### config.mk
export PLATFORM = sky130hd
export DESIGN_NAME = gpio_port_ctl
export DESIGN_NICKNAME = d
export VERILOG_FILES = /design/src/rtl/gpio_port_pkg.sv /design/src/rtl/gpio_regs.sv /design/src/rtl/gpio_sync.sv /design/src/rtl/gpio_pin_gate.sv /design/src/rtl/gpio_port_ctl.sv
export SDC_FILE = /design/constraint.sdc
export NUM_CORES = 1
export LEC_CHECK = 0
export BUFFER_PORTS_ARGS = -buffer_cell sky130_fd_sc_hd__buf_2
export CORE_MARGIN = 3
export CORE_UTILIZATION = 51
export CTS_CLUSTER_SIZE = 30
export DETAILED_ROUTE_END_ITERATION = 16
export GPL_TIMING_DRIVEN = 0
export PLACE_DENSITY = 0.87
export SYNTH_ARGS = -nofsm -noshare
export SYNTH_HDL_FRONTEND = slang
export SYNTH_SLANG_ARGS = --single-unit
### constraint.sdc
create_clock -name clk -period 1.49 [get_ports clk]
set_input_delay 0.298 -clock clk [delete_from_list [all_inputs] [get_ports clk]]
set_output_delay 0.298 -clock clk [all_outputs]
set_load 0.05 [all_outputs]
### src/rtl/gpio_port_pkg.sv
package gpio_port_pkg;
  localparam int ADDR_W = 2;
  typedef enum logic [ADDR_W-1:0] {
    REG_DATA = 2'd0,
    REG_DIR  = 2'd1,
    REG_PULL = 2'd2,
    REG_NONE = 2'd3
  } reg_sel_e;
endpackage

### src/rtl/gpio_regs.sv
module gpio_regs
  import gpio_port_pkg::*;
#(
  parameter int W = 8
) (
  input  logic              clk,
  input  logic              rst_n,
  input  logic              wr_en,
  input  logic [ADDR_W-1:0] addr,
  input  logic [W-1:0]      wdata,
  output logic [W-1:0]      latch_q,
  output logic [W-1:0]      dir_q,
  output logic [W-1:0]      pull_q
);
  always_ff @(posedge clk or negedge rst_n) begin
    if (!rst_n) begin
      latch_q <= '0;
      dir_q   <= '0;
      pull_q  <= '0;
    end else if (wr_en) begin
      case (reg_sel_e'(addr))
        REG_DATA: latch_q <= wdata;
        REG_DIR:  dir_q   <= wdata;
        REG_PULL: pull_q  <= wdata;
        default:  ;
      endcase
    end
  end
endmodule

### src/rtl/gpio_sync.sv
module gpio_sync #(
  parameter int W      = 8,
  parameter int STAGES = 2
) (
  input  logic         clk,
  input  logic         rst_n,
  input  logic [W-1:0] d,
  output logic [W-1:0] q
);
  logic [W-1:0] chain [STAGES];

  always_ff @(posedge clk or negedge rst_n) begin
    if (!rst_n) chain[0] <= '0;
    else        chain[0] <= d;
  end

  for (genvar s = 1; s < STAGES; s++) begin : g_stage
    always_ff @(posedge clk or negedge rst_n) begin
      if (!rst_n) chain[s] <= '0;
      else        chain[s] <= chain[s-1];
    end
  end

  assign q = chain[STAGES-1];
endmodule

### src/rtl/gpio_pin_gate.sv
module gpio_pin_gate #(
  parameter int W    = 8,
  parameter int NIRQ = 4
) (
  input  logic [W-1:0]    latch_q,
  input  logic [W-1:0]    dir_q,
  input  logic [W-1:0]    pull_q,
  input  logic [W-1:0]    pin_sync,
  input  logic            stop_mode,
  input  logic            stop_hiz,
  input  logic            adc_en,
  input  logic [W-1:0]    adc_sel,
  input  logic [NIRQ-1:0] irq_en,
  output logic [W-1:0]    oe,
  output logic [W-1:0]    out,
  output logic [W-1:0]    pu,
  output logic [W-1:0]    ana,
  output logic [W-1:0]    conflict,
  output logic [W-1:0]    pin_dig,
  output logic [NIRQ-1:0] irq
);
  logic release_pins;
  assign release_pins = stop_mode & stop_hiz;

  for (genvar n = 0; n < W; n++) begin : g_pin
    logic is_ana;
    assign is_ana      = adc_en & adc_sel[n];
    assign ana[n]      = is_ana;
    assign oe[n]       = dir_q[n] & ~release_pins & ~is_ana;
    assign pu[n]       = pull_q[n] & ~release_pins & ~is_ana;
    assign out[n]      = latch_q[n];
    assign conflict[n] = is_ana & dir_q[n];
    assign pin_dig[n]  = pin_sync[n] & ~is_ana;
  end

  for (genvar i = 0; i < NIRQ; i++) begin : g_irq
    assign irq[i] = pin_dig[i] & irq_en[i];
  end
endmodule

### src/rtl/gpio_port_ctl.sv
module gpio_port_ctl
  import gpio_port_pkg::*;
#(
  parameter int W           = 8,
  parameter int NIRQ        = 4,
  parameter int SYNC_STAGES = 2
) (
  input  logic              clk,
  input  logic              rst_n,
  input  logic              bus_sel,
  input  logic              bus_wr,
  input  logic [ADDR_W-1:0] bus_addr,
  input  logic [W-1:0]      bus_wdata,
  input  logic              bus_rmw,
  output logic [W-1:0]      bus_rdata,
  input  logic [W-1:0]      pad_in,
  output logic [W-1:0]      pad_out,
  output logic [W-1:0]      pad_oe,
  output logic [W-1:0]      pad_pu,
  input  logic              stop_mode,
  input  logic              stop_hiz,
  input  logic              adc_en,
  input  logic [W-1:0]      adc_sel,
  output logic [W-1:0]      ana_route,
  output logic [W-1:0]      ana_conflict,
  input  logic [NIRQ-1:0]   ext_irq_en,
  output logic [NIRQ-1:0]   ext_irq
);
  logic [W-1:0] latch_q, dir_q, pull_q, pin_sync, pin_dig, rd_mux;
  logic         wr_en, rd_en;

  assign wr_en = bus_sel & bus_wr;
  assign rd_en = bus_sel & ~bus_wr;

  gpio_regs #(.W(W)) u_regs (
    .clk(clk), .rst_n(rst_n), .wr_en(wr_en), .addr(bus_addr),
    .wdata(bus_wdata), .latch_q(latch_q), .dir_q(dir_q), .pull_q(pull_q)
  );

  gpio_sync #(.W(W), .STAGES(SYNC_STAGES)) u_sync (
    .clk(clk), .rst_n(rst_n), .d(pad_in), .q(pin_sync)
  );

  gpio_pin_gate #(.W(W), .NIRQ(NIRQ)) u_gate (
    .latch_q(latch_q), .dir_q(dir_q), .pull_q(pull_q), .pin_sync(pin_sync),
    .stop_mode(stop_mode), .stop_hiz(stop_hiz), .adc_en(adc_en),
    .adc_sel(adc_sel), .irq_en(ext_irq_en), .oe(pad_oe), .out(pad_out),
    .pu(pad_pu), .ana(ana_route), .conflict(ana_conflict),
    .pin_dig(pin_dig), .irq(ext_irq)
  );

  always_comb begin
    case (reg_sel_e'(bus_addr))
      REG_DATA: rd_mux = bus_rmw ? latch_q : pin_dig;
      REG_DIR:  rd_mux = dir_q;
      REG_PULL: rd_mux = pull_q;
      default:  rd_mux = '0;
    endcase
  end

  always_ff @(posedge clk or negedge rst_n) begin
    if (!rst_n)     bus_rdata <= '0;
    else if (rd_en) bus_rdata <= rd_mux;
  end
endmodule

## Word level (Yosys, flattened, before mapping)

Cells that the tools add are included.

- Flip-flop bits (word level): 48
- Bits of input ports: 38
- Output and inout bits: 52
- Logic and storage cells: 87

- Equal/unequal tests: 2
- Muxes and demuxes: 2
- Bitwise logic cells: 73
- Reduce and logical (&&, ||, !) cells: 4

Operator list:

| operator | count |
|---|---|
| $and A1 B1 Y1 | 63 |
| $pmux W8 S3 | 1 |
| $not A1 Y1 | 10 |
| $mux W8 | 1 |
| $reduce_and A2 Y1 | 3 |
| $eq A2 B1 Y1 const B | 1 |
| $eq A2 B2 Y1 const B | 1 |
| $logic_not A2 Y1 | 1 |

## Logic depth before layout (Yosys ltp)

- Depth after elaboration: 5
- Depth in mapped cells: 5
- Depth with buffers taken out: 4

## Modules after synthesis

Synthesis repeated with hierarchy kept, for this count alone.

- Cells, all modules: 195
- Area, all modules: 2366.0 um^2

Modules (own cells, without submodules):

| module | times used | cells each | area an instance (um^2) | seq. area each (um^2) |
|---|---|---|---|---|
| gpio_regs | 1 | 51 | 912.1 | 600.6 |
| gpio_port_ctl | 1 | 49 | 534.3 | 200.2 |
| gpio_sync | 1 | 24 | 460.4 | 400.4 |
| gpio_pin_gate | 1 | 71 | 459.2 | 0.0 |

## Worst setup path before layout

Ideal clock, no wire load.

- Path kind: input -> output
- Start point: in stop_mode
- End point: out pad_oe[2]
- Data arrival time: 1.105 ns
- Required time: 1.192 ns
- Slack: 0.087 ns
- Stages on the path: 3
- Path buffers: 1
- Cell sequence: nand2_1 clkbuf_1 and3_1

- Cells in the longest elaborated chain, start to end: 4

Ends and longest elaborated chain:

| what | RTL line | source |
|---|---|---|
| from (decl) | gpio_port_ctl.sv:20 | `input logic stop_mode,` |
| $and A1 B1 Y1 | gpio_pin_gate.sv:23 | `assign release_pins = stop_mode & stop_hiz;` |
| $not A1 Y1 | gpio_pin_gate.sv:29 | `assign oe[n] = dir_q[n] & ~release_pins & ~is_ana;` |
| $and A1 B1 Y1 (2 in a row) | gpio_pin_gate.sv:29 |  |
| to (decl) | gpio_port_ctl.sv:18 | `output logic [W-1:0] pad_oe,` |

No other way between the ends.

## Worst setup path in the final report

- Start point: in adc_en
- End point: out pad_pu[6]

- Cells in the longest elaborated chain, start to end: 3

Ends and longest elaborated chain:

| what | RTL line | source |
|---|---|---|
| from (decl) | gpio_port_ctl.sv:22 | `input logic adc_en,` |
| $and A1 B1 Y1 | gpio_pin_gate.sv:27 | `assign is_ana = adc_en & adc_sel[n];` |
| $not A1 Y1 | gpio_pin_gate.sv:30 | `assign pu[n] = pull_q[n] & ~release_pins & ~is_ana;` |
| $and A1 B1 Y1 | gpio_pin_gate.sv:30 |  |
| to (decl) | gpio_port_ctl.sv:19 | `output logic [W-1:0] pad_pu,` |

No other way between the ends.

==> flow_metrics.tcl <==
set metrics [dict create \
    cp.arrival_ns 1.18 \
    synth_seq_area_share 0.5508 \
    worst_pin_slew_ns 1.038 \
    slew_violations 0 \
    r2r_cells 2 \
    rsz0062_at_grt "no" \
    first_global_vias 1808 \
    required_ns 1.19 \
    power_density_nw_per_um2 1322 \
    status "finished clean" \
    ant_nets 0 \
    period_needed_ns 1.476 \
    final_hold_viol_count 0 \
    dp_hpwl_microns 3846 \
    syn_avg_cell_area_sq_um 11.98 \
    path_clk_slew_ns 0.08 \
    synth_top_cell_by_area "dfrtp_1" \
    hold_class "in -> reg" \
    finalSetupViolations 0 \
    vdd_drop_max_v 0.001012 \
    nets 316 \
    fp.dieW_microns 71.39 \
    area_delta_synth_final_pct 28.80 \
    clockBufferDepth 2 \
    synth_area_sq_um 2181 \
    relSlewSlack 0.3077 \
    die-area_sq_um 5097 \
    cts-root-buf "clkbuf_8" \
    layout-drive-gt1-share 0.4928 \
    wl_per_cell_microns 16.74 \
    cts_hold_buf 0 \
    final_cells 326 \
    htree_num_levels 2 \
    finalCritPeriodShare 0.9904 \
    cts_buffers 5 \
    synth.area.top_cells "dfrtp_1, mux2_2, and3_1, a221o_1, buf_4" \
    fin_skew_ns 0.003383 \
    ioPinCount 90 \
    post-place-cells 321 \
    fillers 319 \
    slowest_stage "buf_2" \
    vias_per_cell 5.454 \
    portBuffers 89 \
    grt_overflow 0 \
    start_util 0.5375 \
    antenna_cells 0 \
    startpoint_type "primary input" \
    whs_path_depth 1 \
    first_pass_iters 4 \
    netlist_instances 182 \
    final_common_cell "buf_2" \
    grt_first_pass_wirelength_microns 8735 \
    synthesis.nets 220 \
    globalRouteTotalUtil 0.2268 \
    critPathKind "in -> out" \
    max_freq_ghz 0.6777 \
    synth_cell_type_count 17 \
    ys_warn_count 0 \
    cts_tree "yes" \
    drtIter0Drc 76 \
    core-area_sq_um 4058 \
    cpPeakStageDelay_ns 0.26 \
    via_count 1778 \
    crit_fanout 10 \
    grt_max_degree 49 \
    setup_tns_ns 0 \
    gp_congestion 0.7292 \
    final_cell_mix "buf_2, dfrtp_1, and3_1, mux2_2, buf_4" \
    synth_top_area_frac 0.5508 \
    dieHeight_microns 71.39 \
    r2r_slack_ns 0.46 \
    rows 23 \
    end_kind "output pin" \
    clock_latency_ns 0.30 \
    power.total_mw 3.714 \
    p_leak_nw 1.524 \
    ys_seq_elements 48 \
    path_cells "buf_4 -> clkbuf_8 -> nand2_1 -> and3_1 -> buf_2" \
    maxCapViolCount 0 \
    wirelength_microns 5458 \
    cts.sinks 48 \
    antenna_found_initial 0 \
    drc 0 \
]
area by class of cell:
class | count | area [sq um] | area share
Buffer | 16 | 113.9 | 0.04053
Clock buffer | 5 | 68.82 | 0.02450
Inverter | 8 | 30.03 | 0.01069
Multi-Input combinational cell | 110 | 852.1 | 0.3033
Sequential cell | 48 | 1201 | 0.4276
Tap cell | 50 | 62.56 | 0.02227
Timing Repair Buffer | 89 | 480.5 | 0.1710
critical path, delay by kind of cell:
family,cells,cell delay [ns]
AND/OR/NAND/NOR,2,0.27
buffers and inverters,3,0.60
worst paths after layout:
path | from | endpoint
max reg2reg | u_regs.dir_q[3] | bus_rdata[3]
max | adc_en | pad_pu[6]
min in group asynchronous | rst_n | u_sync.q[3]
max in group asynchronous | rst_n | u_sync.chain[15]
min | pad_in[6] | u_sync.chain[14]
min reg2reg | u_sync.chain[11] | u_sync.q[3]
metrics by stage:
step                area, sq um  utilization  hold slack [ns]  worst slack [ns]
floorplan                  2181            -         0.002409           0.08662
CTS                        2804       0.6910          0.08328           0.01503
global route               2809       0.6923          0.08044          0.004066
finish                     2809       0.6923          0.09546           0.01436
global placement           2689       0.6627           0.3313           -0.3992
detailed placement         2689       0.6627           0.3347           -0.4072
layer usage:
layer  up-vias  routed length (microns)  global-route usage
li1        832                        -                   -
met1       868                     2241              0.2824
met2        71                     2720              0.3684
met3         7                      436             0.06732
met4         0                       60             0.09603
met5         -                        0                   0
what timing repair did:
action,CTS,global route
endpoints found under the setup margin,22,2
gates resized for setup,18,2
endpoints found under the hold margin,0,0
setup buffers,0,0
cloned,0,0
kinds of logic (layout without fill, tap and decap cells):
group,after synthesis,after routing,synth area share
muxes,24,24,0.1239
buffers and inverters,24,118,0.05967
and+or+nand+nor,62,62,0.1784
DFF,48,48,0.5508
AOI/OAI and AO/OA,24,24,0.08721
synthesized netlist by cell type (all sizes together):
library cell / number
dfrtp: 48
nor2b: 3
nand2b: 1
nand3: 2
a21oi: 8
o22a: 8
inv: 8
a221o: 8
and3: 28
nand3b: 8
buf: 12
clkbuf: 4
or2: 1
mux2: 24
nor2: 1
nand2: 18
power by group:
part	switching [mW]	internal (mW)	leakage (nW)
clock network	0.383	0.303	0.0359
registers	0.138	1.50	0.568
logic	0.956	0.430	0.920
registers in the layout, indices dropped and copies added (netlist names):
register        flops
u_regs.latch_q      8
u_regs.pull_q       8
bus_rdata           8
u_regs.dir_q        8
u_sync.q            8
u_sync.chain        8
Power figures use the tool's default switching activity.
